[src/rtl/cst_pkg.sv]
package cst_pkg;

    localparam int CYC_W     = 4;
    localparam int CODE_W    = 3;
    localparam int REG_W     = 8;
    localparam int MAX_SHIFT = 20;
    localparam int CNT_W     = CYC_W + MAX_SHIFT;

    typedef struct packed {
        logic [CODE_W-1:0] code;
        logic [CYC_W-1:0]  cyc;
    } cst_cfg_t;

    typedef enum logic {
        ST_IDLE = 1'b0,
        ST_WAIT = 1'b1
    } cst_state_t;

    // every multiplier is a power of two, so the product is a shift
    function automatic logic [4:0] code_shift(input logic [CODE_W-1:0] code);
        case (code)
            3'd0:    code_shift = 5'd0;
            3'd1:    code_shift = 5'd4;
            3'd2:    code_shift = 5'd7;
            3'd3:    code_shift = 5'd8;
            3'd4:    code_shift = 5'd10;
            3'd5:    code_shift = 5'd12;
            3'd6:    code_shift = 5'd16;
            default: code_shift = 5'd20;
        endcase
    endfunction

endpackage

[src/rtl/cst_cfg_reg.sv]
module cst_cfg_reg
    import cst_pkg::*;
(
    input  logic             clk,
    input  logic             rst,
    input  logic             we,
    input  logic             wp,
    input  logic [REG_W-1:0] wdata,
    output cst_cfg_t         cfg,
    output logic [REG_W-1:0] rdata
);
    localparam int FLD_W = CYC_W + CODE_W;

    cst_cfg_t cfg_q;

    always_ff @(posedge clk) begin
        if (rst) begin
            cfg_q <= '0;
        end else if (we && !wp) begin
            cfg_q <= cst_cfg_t'(wdata[FLD_W-1:0]);
        end
    end

    assign cfg = cfg_q;

    generate
        if (REG_W > FLD_W) begin : g_pad
            assign rdata = {{(REG_W-FLD_W){1'b0}}, cfg_q};
        end else begin : g_nopad
            assign rdata = cfg_q;
        end
    endgenerate
endmodule

[src/rtl/cst_limit.sv]
module cst_limit
    import cst_pkg::*;
(
    input  cst_cfg_t         cfg,
    output logic [CNT_W-1:0] limit
);
    logic [4:0] sh;

    always_comb begin
        sh    = code_shift(cfg.code);
        limit = CNT_W'(cfg.cyc) << sh;
    end
endmodule

[src/rtl/cst_counter.sv]
module cst_counter
    import cst_pkg::*;
(
    input  logic             clk,
    input  logic             rst,
    input  logic             arm,
    input  logic             comp,
    input  logic             clr,
    input  logic [CNT_W-1:0] limit,
    output logic             busy,
    output logic             err
);
    cst_state_t       st_q;
    logic [CNT_W-1:0] cnt_q;
    logic             err_q;
    logic             hit;

    always_comb begin
        hit = (st_q == ST_WAIT) && !arm && !comp && (cnt_q == limit);
    end

    always_ff @(posedge clk) begin
        if (rst) begin
            st_q  <= ST_IDLE;
            cnt_q <= '0;
        end else if (arm) begin
            st_q  <= ST_WAIT;
            cnt_q <= '0;
        end else if (st_q == ST_WAIT) begin
            if (comp || hit) begin
                st_q  <= ST_IDLE;
                cnt_q <= '0;
            end else begin
                cnt_q <= cnt_q + 1'b1;
            end
        end
    end

    always_ff @(posedge clk) begin
        if (rst) begin
            err_q <= 1'b0;
        end else if (hit) begin
            err_q <= 1'b1;
        end else if (clr) begin
            err_q <= 1'b0;
        end
    end

    assign busy = (st_q == ST_WAIT);
    assign err  = err_q;
endmodule

[src/rtl/cst_timer.sv]
module cst_timer
    import cst_pkg::*;
(
    input  logic             clk,
    input  logic             rst,
    input  logic             cfg_we,
    input  logic [REG_W-1:0] cfg_wdata,
    input  logic             wp_en,
    output logic [REG_W-1:0] cfg_rdata,
    input  logic             xfer_done,
    input  logic             rsp_done,
    input  logic             nodata_cmd,
    input  logic             comp_sig,
    input  logic             clr_err,
    output logic             waiting,
    output logic             tmo_err
);
    cst_cfg_t         cfg;
    logic [CNT_W-1:0] limit;
    logic             arm;

    assign arm = xfer_done || (rsp_done && nodata_cmd);

    cst_cfg_reg u_reg (
        .clk   (clk),
        .rst   (rst),
        .we    (cfg_we),
        .wp    (wp_en),
        .wdata (cfg_wdata),
        .cfg   (cfg),
        .rdata (cfg_rdata)
    );

    cst_limit u_limit (
        .cfg   (cfg),
        .limit (limit)
    );

    cst_counter u_cnt (
        .clk   (clk),
        .rst   (rst),
        .arm   (arm),
        .comp  (comp_sig),
        .clr   (clr_err),
        .limit (limit),
        .busy  (waiting),
        .err   (tmo_err)
    );
endmodule

[config.mk]
export PLATFORM = sky130hd
export DESIGN_NAME = cst_timer
export DESIGN_NICKNAME = d
export VERILOG_FILES = /design/src/rtl/cst_pkg.sv /design/src/rtl/cst_cfg_reg.sv /design/src/rtl/cst_limit.sv /design/src/rtl/cst_counter.sv /design/src/rtl/cst_timer.sv
export SDC_FILE = /design/constraint.sdc
export NUM_CORES = 1
export LEC_CHECK = 0
export CAP_MARGIN = 20
export CORE_MARGIN = 5
export CORE_UTILIZATION = 60
export DETAILED_ROUTE_END_ITERATION = 6
export DONT_BUFFER_PORTS = 1
export PLACE_DENSITY = 0.74
export SYNTH_ARGS = -nofsm -noshare
export SYNTH_HDL_FRONTEND = slang
export SYNTH_SLANG_ARGS = --single-unit
[constraint.sdc]
create_clock -name clk -period 3.5 [get_ports clk]
set_clock_uncertainty 0.2 [all_clocks]
set_input_delay 0.525 -clock clk [delete_from_list [all_inputs] [get_ports clk]]
set_output_delay 0.525 -clock clk [all_outputs]
set_load 0.1 [all_outputs]
After elaboration in Yosys (flattened, before gate mapping):

Index checks and enable logic that the tools add are counted.

* bits in registers: 33
* latch bits: 0
* RAM bits: 0
* ROM bits: 0
* output and inout port bits: 10
* word-level logic and storage cells: 34
* memories: 0

* $add $sub $neg: 1
* multiply operators: 0
* div/mod/pow operators: 0
* magnitude comparators: 0
* eq/ne operators: 7
* shift-type cells: 1
* mux-type cells: 7
* bitwise gates (word level): 0
* reduce and logical (&&, ||, !) cells: 13

Operators with widths (count)
* case mux 5 bit (7 select lines): 1
* adder 24 x 1 -> 24 bit (second input constant): 1
* == test 24 bit: 1
* two-way mux 24 bit: 1
* left shift 4 x 5 -> 24 bit: 1
* == test 3 bit (second input constant): 3
* == test 3 x 2 -> 1 bit (second input constant): 2
* logical AND 1 bit: 5
* two-way mux 1 bit: 5
* == test 3 x 1 -> 1 bit (second input constant): 1
* zero test 1 bit: 3
* zero test 3 bit: 1
* logical OR 1 bit: 2
* nonzero test 2 bit: 1
* OR reduction 2 bit: 1

Logic depth before layout (Yosys ltp):

* word-level depth: 10
* depth in mapped cells: 12
* depth with buffers taken out: 9

Cells and area by module:

Synthesis repeated with hierarchy kept, for this count alone.

* cells, all modules: 313
* area, all modules: 2451.1 um^2

Modules (own cells, without submodules)
* cst_counter: instances 1, cells an instance 224, area each 1759.2 um^2, sequential area each 520.5 um^2
* cst_cfg_reg: instances 1, cells an instance 39, area each 402.9 um^2, sequential area each 140.1 um^2
* cst_limit: instances 1, cells an instance 49, area each 281.5 um^2, sequential area each 0.0 um^2
* cst_timer: instances 1, cells an instance 1, area each 7.5 um^2, sequential area each 0.0 um^2

Worst setup path before layout:

Ideal clock, no wire load.

* kind: flip-flop to flip-flop
* start point: reg u_reg.cfg_q (netlist bit u_reg.cfg[6])
* end point: reg u_cnt.cnt_q[15]
* library setup time: 0.114 ns
* arrival: 2.949 ns
* required time: 3.186 ns
* setup slack: 0.237 ns
* stages on the path, launching flop included: 11
* path buffers: 2
* path through: dfxtp_1 buf_6 buf_6 nor2_1 a2111o_1 and3_1 a211o_1 nor4_4 o2111ai_4 a31o_1 a21o_1

* longest elaborated chain between the ends: 7
* elaborated cells between the ends (all ways): 13

RTL lines
* start, declared: line cst_cfg_reg.sv:14 `cst_cfg_t cfg_q;`
* start signal, assigned: line cst_cfg_reg.sv:20 `cfg_q <= cst_cfg_t'(wdata[FLD_W-1:0]);`
* == test 3 bit, or another cell as far along: line cst_pkg.sv:21 `case (code)`
* case mux 5 bit (7 select lines) (*): line cst_pkg.sv:21
* left shift 4 x 5 -> 24 bit (*): line cst_limit.sv:11 `limit = CNT_W'(cfg.cyc) << sh;`
* == test 24 bit (*): line cst_counter.sv:19 `hit = (st_q == ST_WAIT) && !arm && !comp && (cnt_q == limit);`
* logical AND 1 bit (*): line cst_counter.sv:19
* logical OR 1 bit (*): line cst_counter.sv:30 `if (comp || hit) begin`
* two-way mux 24 bit (*): line cst_counter.sv:30
* end signal, assigned: line cst_counter.sv:34 `cnt_q <= cnt_q + 1'b1;`
* end, declared: line cst_counter.sv:14 `logic [CNT_W-1:0] cnt_q;`

Mark *: on every way between the ends. The rest lies on a longest branch, timed or not.
A chain may end at the register's enable or synchronous reset.

Final worst setup path:

* start point: reg u_reg.cfg_q (netlist bit u_reg.cfg[4])
* end point: reg u_cnt.cnt_q[16]

Same word-level chain as after synthesis.

==> results.cfg <==
[sta]
final_max_slew_viol_count = 0
whs_ps = 95.08
relSlewSlack = 0.3589
fin_crit_ps = 2979
setup_tns_ps = 0
setup_slack_ps = 521.5
setup_violations = 0
finalCritPeriodShare = 0.8510
hold_violations = 0
grt_setup_unrepaired = false
tightestPinTransition_ps = 960.4
fmaxAchievable_ghz = 0.3357

[cts]
clkSinkCount = 33
path_clk_slew_ps = 70
clkLatencyLatePin_ps = 290
cts.htree.levels = 2
cts_tree = built
cts_setup_buffers = 0
ctsLongestPathBuffers = 2
clock-root-buffer = clkbuf_8
cts_resized = 0
cts_buffers = 5
cts_hold_buf = 0

[yosys]
yosys.area_share.simple = 0.3539
synth_commonest_cells = nand2_1, dfxtp_1, nor2_1
async_reset_ff_frac = 0
synthCells = 324
synth_top_family_by_area = simple AND/OR/NAND/NOR gates
synth_xor_area_frac = 0.04530
synth-seq-area-share = 0.2628
syn_nets = 342
ys.flop_type = dfxtp_1
synth_area_leaders = dfxtp_1, nand2_1, mux2i_1
yosysTopAreaCell = dfxtp_1
yosys.area_share.adder = 0.004978
synth_most_common_cell = nand2_1
yosys.cell_types.count = 69
avgSynthCellArea_um2 = 7.758
synth_warnings = 0
synth_top_cell_area_share = 0.2628
synth_compound_area_frac = 0.2230
syn_area_um2 = 2514
ys_ff_latch = 33
synth_enable_flop_cells = 0
synth_mux_area_frac = 0.04430

[power]
powerDensity_nw_per_um2 = 306.0
leakagePower_uw = 0.0009049
vdd.ir_drop.worst_v = 0.0002070

[worst_setup_path]
crit_type = flop to flop
r2r_start = u_reg.cfg[4]
crit_path_start = u_reg.cfg[4]
r2r_cells = 8
worstPathMaxFanout = 29
crit_path_end_kind = flop
worstPathArrival_ps = 2960
cp-start-kind = flop
crit_required_ps = 3480

[hold_path]
min_delay_path_depth = 1
hp-start = rst
hold_class = input pin to flop

[finish]
areaGrowthSynthToFinish_pct = 2.688
layout.nets = 329
design_area_um2 = 2581
antennaDiodeCount = 0
drive_gt1_frac = 0.09936

[floorplanning]
initial_core_util = 0.6239
die_w_um = 74.73
die_y_um = 74.73
die_area_um2 = 5584
io_pins = 27
num_rows = 23
coreArea_um2 = 4029

[place]
portBuffers = 0
pre_cts_ws_ps = 518.1
place_congestion = 0.8921
postPlaceCellArea_um2 = 2499
hpwl_um = 4271

[drt]
wl_per_cell_um = 16.42
vias = 2307
drtIter0Drc = 179
dr.pass1.iters = 5
drt-total-wl_um = 5943
drc = 0
ant_nets = 0
viasPerCell = 6.373

[global_routing]
grt_max_degree = 30
grt_pass1_vias = 2102
grt_usage = 0.2391
grt_pass1_wl_um = 10200
gr-total-overflow = 0
antenna_found_initial = 0

[run]
cap_violations = 0

[outcome]
status = completed
[logic make-up after synthesis]
| kind of cell | count (synthesis) |
|---|---|
| simple gates | 159 |
| flops | 33 |
| mux | 11 |
| fa+ha+maj | 1 |
| xor+xnor | 13 |
| compound gates | 75 |
| other cells | 1 |
| buf+inv | 31 |
[report_power, final]
group / total [uW] / switching [uW] / leakage (uW) / internal (uW)
clock: 279 / 142 / 0.0000450 / 138
combinational: 108 / 75.0 / 0.000592 / 32.7
sequential: 403 / 21.9 / 0.000268 / 381
total: 790 / 238 / 0.000905 / 552
[cells in the final DEF, fill, tap and decap left out, drive strengths merged, types with 3 or more instances in the layout]
| master | count |
|---|---|
| o32ai | 3 |
| xor2 | 4 |
| nor2 | 26 |
| o21a | 4 |
| o21bai | 4 |
| buf | 9 |
| o21ai | 18 |
| nor4bb | 3 |
| a211o | 5 |
| and2 | 5 |
| nor2b | 7 |
| nand2 | 38 |
| nand4 | 8 |
| nor3b | 5 |
| nor3 | 12 |
| clkbuf | 6 |
| nand3b | 8 |
| and3 | 6 |
| a21oi | 10 |
| mux2i | 10 |
| nor4 | 3 |
| nand2b | 5 |
| dfxtp | 33 |
| nand3 | 15 |
| a21o | 8 |
| o311ai | 3 |
| xnor2 | 9 |
[critical path: stages, from the launching register on]
cell and delay (ps):
dfxtp_2 670, and4b_1 280, a2111o_1 380, and3_1 160
o21bai_2 180, nor4_1 220, a21o_2 420, nor2_1 100
a211o_1 270
[through the flow]
step	power, uW	instances	util
final	789.9	362	0.6407
after detailed placement	518.8	354	0.6202
after global placement	516.7	354	0.6202
after global routing	827.3	362	0.6407
after floorplan	503.8	324	-
after CTS	799.9	362	0.6407
[state kept, by name, indices dropped and copies added, names as in the netlist]
signal and cells:
u_cnt.cnt_q 24, u_reg.cfg 7, u_cnt.busy 1, u_cnt.err 1
[layout make-up]
| cell class | instances | area [um^2] |
|---|---|---|
| fillers | 358 | 1448 |
| clock inverters | 2 | 10.01 |
| clock buffers | 6 | 72.57 |
| inverters | 2 | 7.507 |
| well taps | 50 | 62.56 |
| flip-flops and latches | 33 | 664.4 |
| repair buffers | 9 | 67.56 |
| multi-input cells | 260 | 1697 |
[layer usage]
layer | global-route usage | routed length [um] | up-vias
li1 | - | - | 1161
met1 | 0.3273 | 2847 | 1088
met2 | 0.3629 | 2676 | 48
met3 | 0.04806 | 293 | 10
met4 | 0.1087 | 124 | 0
met5 | 0 | 0 | -
[final timing paths]
path	endpoint	slack, ps
max	u_cnt.cnt_q[16]	520
min	u_cnt.err	100
max reg2reg	u_cnt.cnt_q[16]	520
min reg2reg	u_cnt.cnt_q[23]	330
(Power assumes the default switching activity.)
